## src/rtl/arm_seq_pkg.sv

```systemverilog
package arm_seq_pkg;

   localparam int ARM_STEP_W = 4;
   localparam int ARM_SENSE_W = 6;

   typedef enum logic [ARM_STEP_W-1:0] {
      ST_PARK      = 4'd0,
      ST_BACK      = 4'd1,
      ST_LOWER_R   = 4'd2,
      ST_GRIP      = 4'd3,
      ST_LIFT_R    = 4'd4,
      ST_FWD       = 4'd5,
      ST_LOWER_F   = 4'd6,
      ST_RELEASE   = 4'd7,
      ST_LIFT_F    = 4'd8,
      ST_ABORT_UP  = 4'd9,
      ST_ABORT_FWD = 4'd10
   } arm_step_e;

   typedef struct packed {
      logic back;
      logic fwd;
      logic down;
      logic up;
      logic grip;
   } arm_cmd_t;

   typedef struct packed {
      logic rear;
      logic front;
      logic bottom;
      logic top;
      logic open;
      logic closed;
   } arm_sense_t;

   function automatic arm_cmd_t step_to_cmd(input arm_step_e s);
      arm_cmd_t c;
      c = '0;
      unique case (s)
         ST_BACK:      c.back = 1'b1;
         ST_LOWER_R:   c.down = 1'b1;
         ST_GRIP:      c.grip = 1'b1;
         ST_LIFT_R:    begin c.up = 1'b1;   c.grip = 1'b1; end
         ST_FWD:       begin c.fwd = 1'b1;  c.grip = 1'b1; end
         ST_LOWER_F:   begin c.down = 1'b1; c.grip = 1'b1; end
         ST_LIFT_F:    c.up = 1'b1;
         ST_ABORT_UP:  c.up = 1'b1;
         ST_ABORT_FWD: c.fwd = 1'b1;
         default:      c = '0;
      endcase
      return c;
   endfunction

   function automatic logic step_carries(input arm_step_e s);
      return (s == ST_GRIP) || (s == ST_LIFT_R) || (s == ST_FWD) || (s == ST_LOWER_F);
   endfunction

endpackage

```

## src/rtl/arm_seq_sync.sv

```systemverilog
module arm_seq_sync #(
   parameter int W      = 6,
   parameter int STAGES = 2
) (
   input  logic         clk,
   input  logic         rst_n,
   input  logic [W-1:0] d,
   output logic [W-1:0] q
);

   generate
      if (STAGES == 0) begin : g_bypass
         assign q = d;
      end else begin : g_chain
         logic [STAGES-1:0][W-1:0] pipe;
         always_ff @(posedge clk or negedge rst_n) begin
            if (!rst_n) begin
               pipe <= '0;
            end else begin
               pipe[0] <= d;
               for (int i = 1; i < STAGES; i++) begin
                  pipe[i] <= pipe[i-1];
               end
            end
         end
         assign q = pipe[STAGES-1];
      end
   endgenerate

endmodule

```

## src/rtl/arm_seq_fsm.sv

```systemverilog
module arm_seq_fsm
   import arm_seq_pkg::*;
(
   input  logic       clk,
   input  logic       rst_n,
   input  logic       start_req,
   input  logic       fault_clr,
   input  arm_sense_t sense,
   output arm_step_e  step,
   output logic       held,
   output logic       fault
);

   arm_step_e step_q, step_d;
   logic      held_q, held_d;
   logic      fault_q, fault_d;
   logic      lost_part;
   logic      part_held;
   logic      part_gone;

   assign part_held = !sense.open && !sense.closed;
   assign part_gone = sense.open && !sense.closed;
   assign lost_part = step_carries(step_q) && sense.closed;

   always_comb begin
      step_d = step_q;
      held_d = held_q;
      fault_d = fault_q;
      if (lost_part) begin
         step_d  = ST_ABORT_UP;
         held_d  = 1'b0;
         fault_d = 1'b1;
      end else begin
         unique case (step_q)
            ST_PARK: begin
               if (fault_clr) fault_d = 1'b0;
               if (start_req && !fault_q) step_d = ST_BACK;
            end
            ST_BACK:      if (sense.rear)   step_d = ST_LOWER_R;
            ST_LOWER_R:   if (sense.bottom) step_d = ST_GRIP;
            ST_GRIP: begin
               if (part_held) begin
                  step_d = ST_LIFT_R;
                  held_d = 1'b1;
               end
            end
            ST_LIFT_R:    if (sense.top)    step_d = ST_FWD;
            ST_FWD:       if (sense.front)  step_d = ST_LOWER_F;
            ST_LOWER_F:   if (sense.bottom) step_d = ST_RELEASE;
            ST_RELEASE: begin
               if (part_gone) begin
                  step_d = ST_LIFT_F;
                  held_d = 1'b0;
               end
            end
            ST_LIFT_F:    if (sense.top)    step_d = ST_PARK;
            ST_ABORT_UP:  if (sense.top)    step_d = ST_ABORT_FWD;
            ST_ABORT_FWD: if (sense.front)  step_d = ST_PARK;
            default:      step_d = ST_PARK;
         endcase
      end
   end

   always_ff @(posedge clk or negedge rst_n) begin
      if (!rst_n) begin
         step_q  <= ST_PARK;
         held_q  <= 1'b0;
         fault_q <= 1'b0;
      end else begin
         step_q  <= step_d;
         held_q  <= held_d;
         fault_q <= fault_d;
      end
   end

   assign step  = step_q;
   assign held  = held_q;
   assign fault = fault_q;

endmodule

```

## src/rtl/arm_seq_drive.sv

```systemverilog
module arm_seq_drive
   import arm_seq_pkg::*;
(
   input  arm_step_e step,
   input  logic      bottom_raw,
   input  logic      bottom_sync,
   output arm_cmd_t  cmd
);

   arm_cmd_t base;
   logic     low_zone;

   assign base     = step_to_cmd(step);
   assign low_zone = bottom_raw || bottom_sync;

   always_comb begin
      cmd = base;
      if (low_zone) begin
         cmd.back = 1'b0;
         cmd.fwd  = 1'b0;
      end
   end

endmodule

```

## src/rtl/arm_seq.sv

```systemverilog
module arm_seq
   import arm_seq_pkg::*;
#(
   parameter int SYNC_STAGES = 2
) (
   input  logic                  clk,
   input  logic                  rst_n,
   input  logic                  start_req,
   input  logic                  fault_clr,
   input  logic                  sens_rear,
   input  logic                  sens_front,
   input  logic                  sens_bottom,
   input  logic                  sens_top,
   input  logic                  grip_open,
   input  logic                  grip_closed,
   output logic                  cmd_back,
   output logic                  cmd_fwd,
   output logic                  cmd_down,
   output logic                  cmd_up,
   output logic                  cmd_grip,
   output logic [ARM_STEP_W-1:0] step_o,
   output logic                  held_o,
   output logic                  fault_o
);

   localparam int MAX_SYNC = 4;

   generate
      if (SYNC_STAGES < 0 || SYNC_STAGES > MAX_SYNC) begin : g_bad_sync
         $error("arm_seq: SYNC_STAGES out of range");
      end
   endgenerate

   arm_sense_t raw_sense;
   arm_sense_t sync_sense;
   logic [ARM_SENSE_W-1:0] sync_bits;
   arm_step_e  step;
   arm_cmd_t   cmd;

   assign raw_sense = '{rear: sens_rear, front: sens_front, bottom: sens_bottom,
                        top: sens_top, open: grip_open, closed: grip_closed};

   arm_seq_sync #(.W(ARM_SENSE_W), .STAGES(SYNC_STAGES)) u_sync (
      .clk   (clk),
      .rst_n (rst_n),
      .d     (raw_sense),
      .q     (sync_bits)
   );
   assign sync_sense = sync_bits;

   arm_seq_fsm u_fsm (
      .clk       (clk),
      .rst_n     (rst_n),
      .start_req (start_req),
      .fault_clr (fault_clr),
      .sense     (sync_sense),
      .step      (step),
      .held      (held_o),
      .fault     (fault_o)
   );

   arm_seq_drive u_drive (
      .step        (step),
      .bottom_raw  (sens_bottom),
      .bottom_sync (sync_sense.bottom),
      .cmd         (cmd)
   );

   assign cmd_back = cmd.back;
   assign cmd_fwd  = cmd.fwd;
   assign cmd_down = cmd.down;
   assign cmd_up   = cmd.up;
   assign cmd_grip = cmd.grip;
   assign step_o   = step;

endmodule

```

## config.mk

```make
export PLATFORM = sky130hd
export DESIGN_NAME = arm_seq
export DESIGN_NICKNAME = d
export VERILOG_FILES = /design/src/rtl/arm_seq_pkg.sv /design/src/rtl/arm_seq_sync.sv /design/src/rtl/arm_seq_fsm.sv /design/src/rtl/arm_seq_drive.sv /design/src/rtl/arm_seq.sv
export SDC_FILE = /design/constraint.sdc
export NUM_CORES = 1
export LEC_CHECK = 0
export ABC_AREA = 1
export BUFFER_PORTS_ARGS = -buffer_cell sky130_fd_sc_hd__buf_4
export CAP_MARGIN = 40
export CELL_PAD_IN_SITES_DETAIL_PLACEMENT = 0
export CELL_PAD_IN_SITES_GLOBAL_PLACEMENT = 2
export CORE_UTILIZATION = 31
export CTS_CLUSTER_DIAMETER = 60
export DETAILED_ROUTE_END_ITERATION = 8
export PLACE_DENSITY = 0.81
export SLEW_MARGIN = 0
export SYNTH_ARGS = -nofsm -noshare
export SYNTH_HDL_FRONTEND = slang
export SYNTH_SLANG_ARGS = --single-unit
export TNS_END_PERCENT = 30
```

## constraint.sdc

```tcl
create_clock -name clk -period 2.65 [get_ports clk]
set_input_delay 0 -clock clk [delete_from_list [all_inputs] [get_ports clk]]
set_output_delay 0 -clock clk [all_outputs]
set_load 0.02 [all_outputs]
```

==> impl_metrics.env, run 1 <==
export IMPL_syn_inst=92
export IMPL_hpwl_um=1269
export IMPL_path_max_fanout=9
export IMPL_clock_sinks=18
export IMPL_vias_per_cell=4.425
export IMPL_crit_top_cell="nand2_1"
export IMPL_path_class="register to primary output"
export IMPL_dpl_cell_count=141
export IMPL_avgSynthCellArea_um2=8.840
export IMPL_start_kind="register"
export IMPL_layout_commonest_cell="nand2_1"
export IMPL_cts_htree_levels=1
export IMPL_setup_tns_ns=0
export IMPL_num_rows=18
export IMPL_grt_max_degree=19
export IMPL_finClkSkew_ns=0.001353
export IMPL_antenna_cells=0
export IMPL_cts_path_max_buffers=2
export IMPL_required_ns=2.65
export IMPL_layout_nets=134
export IMPL_worst_slew_pin_slew_ns=0.3301
export IMPL_grt_total_usage_pct=14.70
export IMPL_finalSetupViolCount=0
export IMPL_fp_dieH_um=53.22
export IMPL_finalCritPeriodShare_pct=61.44
export IMPL_cts_root_buffer="clkbuf_4"
export IMPL_fillers=265
export IMPL_layout_common_cells="26 x nand2_1, 20 x buf_4, 18 x dfrtp_1, 9 x inv_1, 9 x nor2_1"
export IMPL_stdcell_count=153
export IMPL_leakagePower_nw=0.5713
export IMPL_slew_limit_headroom_pct=77.99
export IMPL_fin_util_pct=44.65
export IMPL_drv_slew=0
export IMPL_finalWirelength_um=1740
export IMPL_first_pass_iters=4
export IMPL_crit_chain="inv_1 -> nor2_1 -> nand2_1 -> nand2_1 -> nor3b_1 -> buf_4"
export IMPL_yosysWarningCount=0
export IMPL_clk_pin_slew_ns=0.10
export IMPL_grt_pass1_wl_um=2863
export IMPL_postLayoutCellArea_um2=1106
export IMPL_core_area_um2=2477
export IMPL_dieArea_um2=2832
export IMPL_setup_ws_ns=1.022
export IMPL_start_util_pct=32.83
export IMPL_irDropWorstVdd_v=0.0006570
export IMPL_clkLatencyLatePin_ns=0.29
export IMPL_port_buffers=20
export IMPL_fmax_mhz=614.2
export IMPL_end_kind="primary output"
export IMPL_whs_ns=0.1070
export IMPL_power_mw=1.067
export IMPL_gp_congestion=0.7952
export IMPL_max_cap_violations=0
export IMPL_status="completed"
export IMPL_wl_per_cell_um=11.37
export IMPL_drtAntennaViolNets=0
export IMPL_crit_arrival_ns=1.63
export IMPL_synth_nets=102
export IMPL_synth_seq_area_share_pct=55.38
export IMPL_antenna_found_initial=0
export IMPL_hp_class="primary input to asynchronous set/reset pin"
export IMPL_cts_tree="yes"
export IMPL_dr_total_vias=677
export IMPL_numCtsBuffers=3
export IMPL_place_area_um2=989.7
export IMPL_cts_setup_buffers=0
export IMPL_layout_drive_gt1_share_pct=26.02
export IMPL_ys_ff_latch=18
export IMPL_min_period_ns=1.628
export IMPL_pre_cts_ws_ns=1.108
export IMPL_grt_pass1_vias=639
export IMPL_power_density_nw_per_um2=964.9
export IMPL_max_stage_delay_ns=0.50
export IMPL_overflow=0
export IMPL_rsz0062_at_grt="false"
export IMPL_hold_violations=0
export IMPL_drt_iter0_markers=11
export IMPL_io_pins=21
export IMPL_cpMaxStageDelayCell="dfrtp_1"
export IMPL_die_w_um=53.22
export IMPL_syn_area_um2=813.3
export IMPL_drc=0
export IMPL_yosys_cell_types_count=20
export IMPL_areaGrowthSynthToFinish_pct=36.00
## report_power, final
| part | internal, mW | switching [mW] | total [mW] |
|---|---|---|---|
| Combinational | 0.211 | 0.303 | 0.513 |
| Sequential | 0.322 | 0.0600 | 0.383 |
| Clock | 0.0837 | 0.0875 | 0.171 |
## timing repair
action                                  CTS  global route
hold endpoints to repair                 25             0
gates resized for setup                   0             0
endpoints found under the setup margin    0             0
hold buffers                              8             0
## metal layers
| metal | vias to the layer above | share of wire, % | GRT usage, % |
|---|---|---|---|
| met5 | - | 0 | 0 |
| met4 | 0 | 1.4 | 6.579 |
| met2 | 10 | 46 | 22.92 |
| met3 | 4 | 2.8 | 3.736 |
| met1 | 312 | 50 | 18.86 |
| li1 | 351 | - | - |
## sequential cells by signal (all words and copies together), names as in the netlist
name and cells:
u_sync.g_chain.pipe 6, u_fsm.fault 1, u_sync.q 6, u_fsm.held 1
u_fsm.step 4
## critical path: cells and delay by family, from the launching register on
| family | cells | cell delay [ns] |
|---|---|---|
| flops | 1 | 0.50 |
| simple gates | 4 | 0.58 |
| buf+inv | 2 | 0.25 |
## logic make-up after synthesis
logic type,Yosys count,synth area share [%]
AND/OR/NAND/NOR,54,30.92
AO/OA/AOI/OAI,8,7.076
buffers and inverters,12,6.614
flip-flops,18,55.38
## cell type report
class                           count  area [µm²]  area share, %
Multi-Input combinational cell     62       309.0          27.94
Clock buffer                        4       36.28          3.281
Inverter                           11       42.54          3.846
Sequential cell                    18       450.4          40.72
Timing Repair Buffer               28       230.2          20.81
Tap cell                           30       37.54          3.394
## worst paths after layout
| check | cells after the start | end | slack (ns) | startpoint |
|---|---|---|---|---|
| max | 6 | cmd_fwd | 1.02 | u_fsm.step[0]$_DFFE_PN0P_ |
| max in group asynchronous | 2 | u_sync.g_chain.pipe[2]$_DFF_PN0_ | 2.34 | rst_n |
| min | 2 | u_fsm.step[1]$_DFFE_PN0P_ | 0.11 | rst_n |
| min reg2reg | 0 | u_sync.q[2]$_DFF_PN0_ | 0.36 | u_sync.g_chain.pipe[2]$_DFF_PN0_ |
| max reg2reg | 9 | u_fsm.step[3]$_DFFE_PN0P_ | 1.10 | u_fsm.step[3]$_DFFE_PN0P_ |
| min in group clk | 7 | u_fsm.step[2]$_DFFE_PN0P_ | 0.32 | start_req |
## synthesized netlist by cell type
| cell type | n | area, µm² |
|---|---|---|
| a21oi_1 | 2 | 10.01 |
| and2_1 | 1 | 6.260 |
| buf_6 | 1 | 11.26 |
| clkinv_2 | 1 | 5.000 |
| dfrtp_1 | 18 | 450.4 |
| inv_1 | 9 | 33.78 |
| inv_2 | 1 | 3.750 |
| nand2_1 | 26 | 97.59 |
| nand2_2 | 2 | 12.51 |
| nand2_4 | 2 | 22.52 |
| nand3_1 | 8 | 40.04 |
| nand3b_1 | 2 | 15.01 |
| nor2_1 | 9 | 33.78 |
| nor2_2 | 1 | 6.260 |
| nor3_1 | 2 | 10.01 |
| nor3b_1 | 1 | 7.510 |
| o21ai_0 | 3 | 15.01 |
| o21ai_1 | 1 | 5.000 |
| o21bai_4 | 1 | 18.77 |
| o22a_1 | 1 | 8.760 |
Power figures use the tool's default switching activity.
==> inputs of run 2 (changes only) <==
--- a/config.mk
+++ b/config.mk
@@ -5,15 +5,15 @@
 export SDC_FILE = /design/constraint.sdc
 export NUM_CORES = 1
 export LEC_CHECK = 0
-export ABC_AREA = 1
+export ABC_AREA = 0
 export BUFFER_PORTS_ARGS = -buffer_cell sky130_fd_sc_hd__buf_4
 export CAP_MARGIN = 40
 export CELL_PAD_IN_SITES_DETAIL_PLACEMENT = 0
 export CELL_PAD_IN_SITES_GLOBAL_PLACEMENT = 2
-export CORE_UTILIZATION = 31
+export CORE_UTILIZATION = 32
 export CTS_CLUSTER_DIAMETER = 60
 export DETAILED_ROUTE_END_ITERATION = 8
-export PLACE_DENSITY = 0.81
+export PLACE_DENSITY = 0.78
 export SLEW_MARGIN = 0
 export SYNTH_ARGS = -nofsm -noshare
 export SYNTH_HDL_FRONTEND = slang
==> constraint.sdc (replaced) <==
create_clock -name clk -period 1.51 [get_ports clk]
set_input_delay 0 -clock clk [delete_from_list [all_inputs] [get_ports clk]]
set_output_delay 0 -clock clk [all_outputs]
set_load 0.02 [all_outputs]
==> impl_metrics.env, run 2 <==
export IMPL_status="finished with violations"
export IMPL_violations="negative setup slack"
export IMPL_path_class="register to primary output"
export IMPL_rsz0062_at_grt="true"
export IMPL_hpwl_um=1459
export IMPL_areaGrowthSynthToFinish_pct=58.23
export IMPL_synth_seq_area_share_pct=50.63
export IMPL_worstPathBufferInverterCount=2
export IMPL_ys_ff_latch=18
export IMPL_synth_top_cell_area_share_pct=50.63
export IMPL_setup_ws_ns=-0.05578
export IMPL_path_delay_family="flip-flops"
export IMPL_max_stage_delay_ns=0.43
export IMPL_yosysWarningCount=0
export IMPL_first_pass_iters=3
export IMPL_synth_nets=92
export IMPL_fillers=233
export IMPL_avgSynthCellArea_um2=10.85
export IMPL_hold_violations=0
export IMPL_drc=0
export IMPL_cts_root_buffer="clkbuf_4"
export IMPL_setup_tns_ns=-0.1214
export IMPL_finalCritPeriodShare_pct=103.7
export IMPL_layout_drive_gt1_share_pct=50.00
export IMPL_syn_area_um2=889.6
export IMPL_r2r_cells=5
export IMPL_cts_path_max_buffers=2
export IMPL_irDropWorstVdd_v=0.001032
export IMPL_overflow=0
export IMPL_wl_per_cell_um=14.31
export IMPL_power_mw=2.703
export IMPL_finClkSkew_ns=0.002796
export IMPL_cts_tree="yes"
export IMPL_drv_slew=0
export IMPL_clkLatencyLatePin_ns=0.30
export IMPL_path_max_fanout=3
export IMPL_clk_pin_slew_ns=0.11
export IMPL_vias_per_cell=4.969
export IMPL_yosys_cell_types_count=37
export IMPL_grt_total_usage_pct=18.12
export IMPL_min_period_ns=1.566
export IMPL_drt_iter0_markers=2
export IMPL_crit_chain="buf_6 -> nor2b_4 -> and3b_2 -> a31oi_4 -> nor3_2 -> buf_4"
export IMPL_hp_class="primary input to asynchronous set/reset pin"
export IMPL_slew_limit_headroom_pct=83.05
export IMPL_postLayoutCellArea_um2=1408
export IMPL_die_w_um=54.73
export IMPL_power_density_nw_per_um2=1920
export IMPL_synth_edf_count=0
export IMPL_regArea_um2=455.4
export IMPL_fp_dieH_um=54.73
export IMPL_rrSetupSlack_ns=-0.02
export IMPL_end_kind="primary output"
export IMPL_multi_input_area_um2=449.2
export IMPL_leakagePower_nw=0.6333
export IMPL_num_rows=18
export IMPL_antenna_found_initial=0
export IMPL_dieArea_um2=2995
export IMPL_grt_pass1_vias=809
export IMPL_grt_max_degree=19
export IMPL_worst_slew_pin_slew_ns=0.2507
export IMPL_layout_common_cells="35 x buf_4, 14 x dfrtp_1, 8 x dlygate4sd3_1"
export IMPL_synth_area_top_cells="dfrtp_1 51%, buf_6 3.8%, nor3b_1 3.4%"
export IMPL_finalWirelength_um=2319
export IMPL_synthFlopType="dfrtp_1"
export IMPL_r2r_end="u_fsm.step[0]$_DFFE_PN0P_"
export IMPL_gp_congestion=0.8105
export IMPL_antenna_cells=0
export IMPL_synth_common_cells="18 x dfrtp_1, 7 x nand2_1, 7 x nor2_1"
export IMPL_core_area_um2=2545
export IMPL_max_cap_violations=0
export IMPL_reg2reg_from="u_fsm.step[2]$_DFFE_PN0P_"
export IMPL_layout_commonest_cell="buf_4"
export IMPL_clock_sinks=18
export IMPL_start_kind="register"
export IMPL_yosys_area_top_type="dfrtp_1"
export IMPL_io_pins=21
export IMPL_cpMaxStageDelayCell="dfrtp_2"
export IMPL_drtAntennaViolNets=0
export IMPL_numCtsBuffers=3
export IMPL_port_buffers=20
export IMPL_finalSetupViolCount=3
export IMPL_dr_total_vias=805
export IMPL_yosysMostFrequentCell="dfrtp_1"
export IMPL_required_ns=1.51
export IMPL_place_area_um2=1127
export IMPL_cts_htree_levels=1
export IMPL_fmax_mhz=638.7
export IMPL_synthArstFlopShare_pct=100.0
export IMPL_syn_inst=82
export IMPL_whs_ns=0.09917
export IMPL_crit_arrival_ns=1.57
export IMPL_grt_pass1_wl_um=3629
export IMPL_start_util_pct=34.96
export IMPL_layout_nets=143
## run 2: logic make-up (layout without fill, tap and decap cells)
logic type,after synthesis,after routing,share of synthesized area (%)
simple gates,35,35,24.05
compound gates,19,19,15.75
flops,18,18,50.63
buf+inv,6,56,5.202
xor+xnor,2,2,1.969
mux,2,2,2.391
## run 2: worst max-delay path by stage
| stage | start | cells after the start | endpoint |
|---|---|---|---|
| 6_report | u_fsm.step[0]$_DFFE_PN0P_ | 6 | cmd_fwd |
| 2_1_floorplan | u_fsm.step[1]$_DFFE_PN0P_ | 5 | u_fsm.step[0]$_DFFE_PN0P_ |
| 3_3_place_gp | u_fsm.step[3]$_DFFE_PN0P_ | 4 | u_fsm.step[0]$_DFFE_PN0P_ |
| 5_1_grt | u_fsm.step[0]$_DFFE_PN0P_ | 6 | cmd_fwd |
| 3_5_place_dp | u_fsm.step[2]$_DFFE_PN0P_ | 4 | u_fsm.step[0]$_DFFE_PN0P_ |
| 4_1_cts | u_fsm.step[2]$_DFFE_PN0P_ | 5 | cmd_fwd |
## run 2: per-stage QoR
stage / setup WS, ns / util [%] / instances
after global routing: -0.09603 / 55.31 / 162
final: -0.05578 / 55.31 / 162
after CTS: -0.04689 / 54.28 / 162
after detailed placement: -0.04735 / 44.30 / 139
after floorplan: -0.07720 / - / 82
after global placement: 0.008514 / 44.30 / 139
## run 2: power by group
group          switching (mW)  internal [mW]  leakage [nW]  total, mW
combinational           0.841          0.882         0.403       1.72
sequential             0.0888          0.582         0.209      0.671
clock                   0.162          0.147        0.0210      0.309
total                    1.09           1.61         0.633       2.70
## run 2: per-layer routing
metal  share of wire (%)  global-route usage, %
met2                  52                  33.13
met5                   0                      0
met3                 3.1                  1.944
met1                  43                  20.49
met4                 2.0                  8.974
## run 2: area by class of cell
cell class                 count  share of cell area (%)
multi-input combinational     58                   31.91
tap                           30                   2.667
timing repair buffer          50                   29.96
clock buffer                   4                   2.578
inverter                       2                  0.5333
sequential                    18                   32.36
## run 2: repair_timing
action	CTS	global route
endpoints found under the hold margin	25	0
pin swaps	7	5
hold buffers	8	0
setup buffers	11	0
setup endpoints to repair	6	7
gates resized for setup	14	6
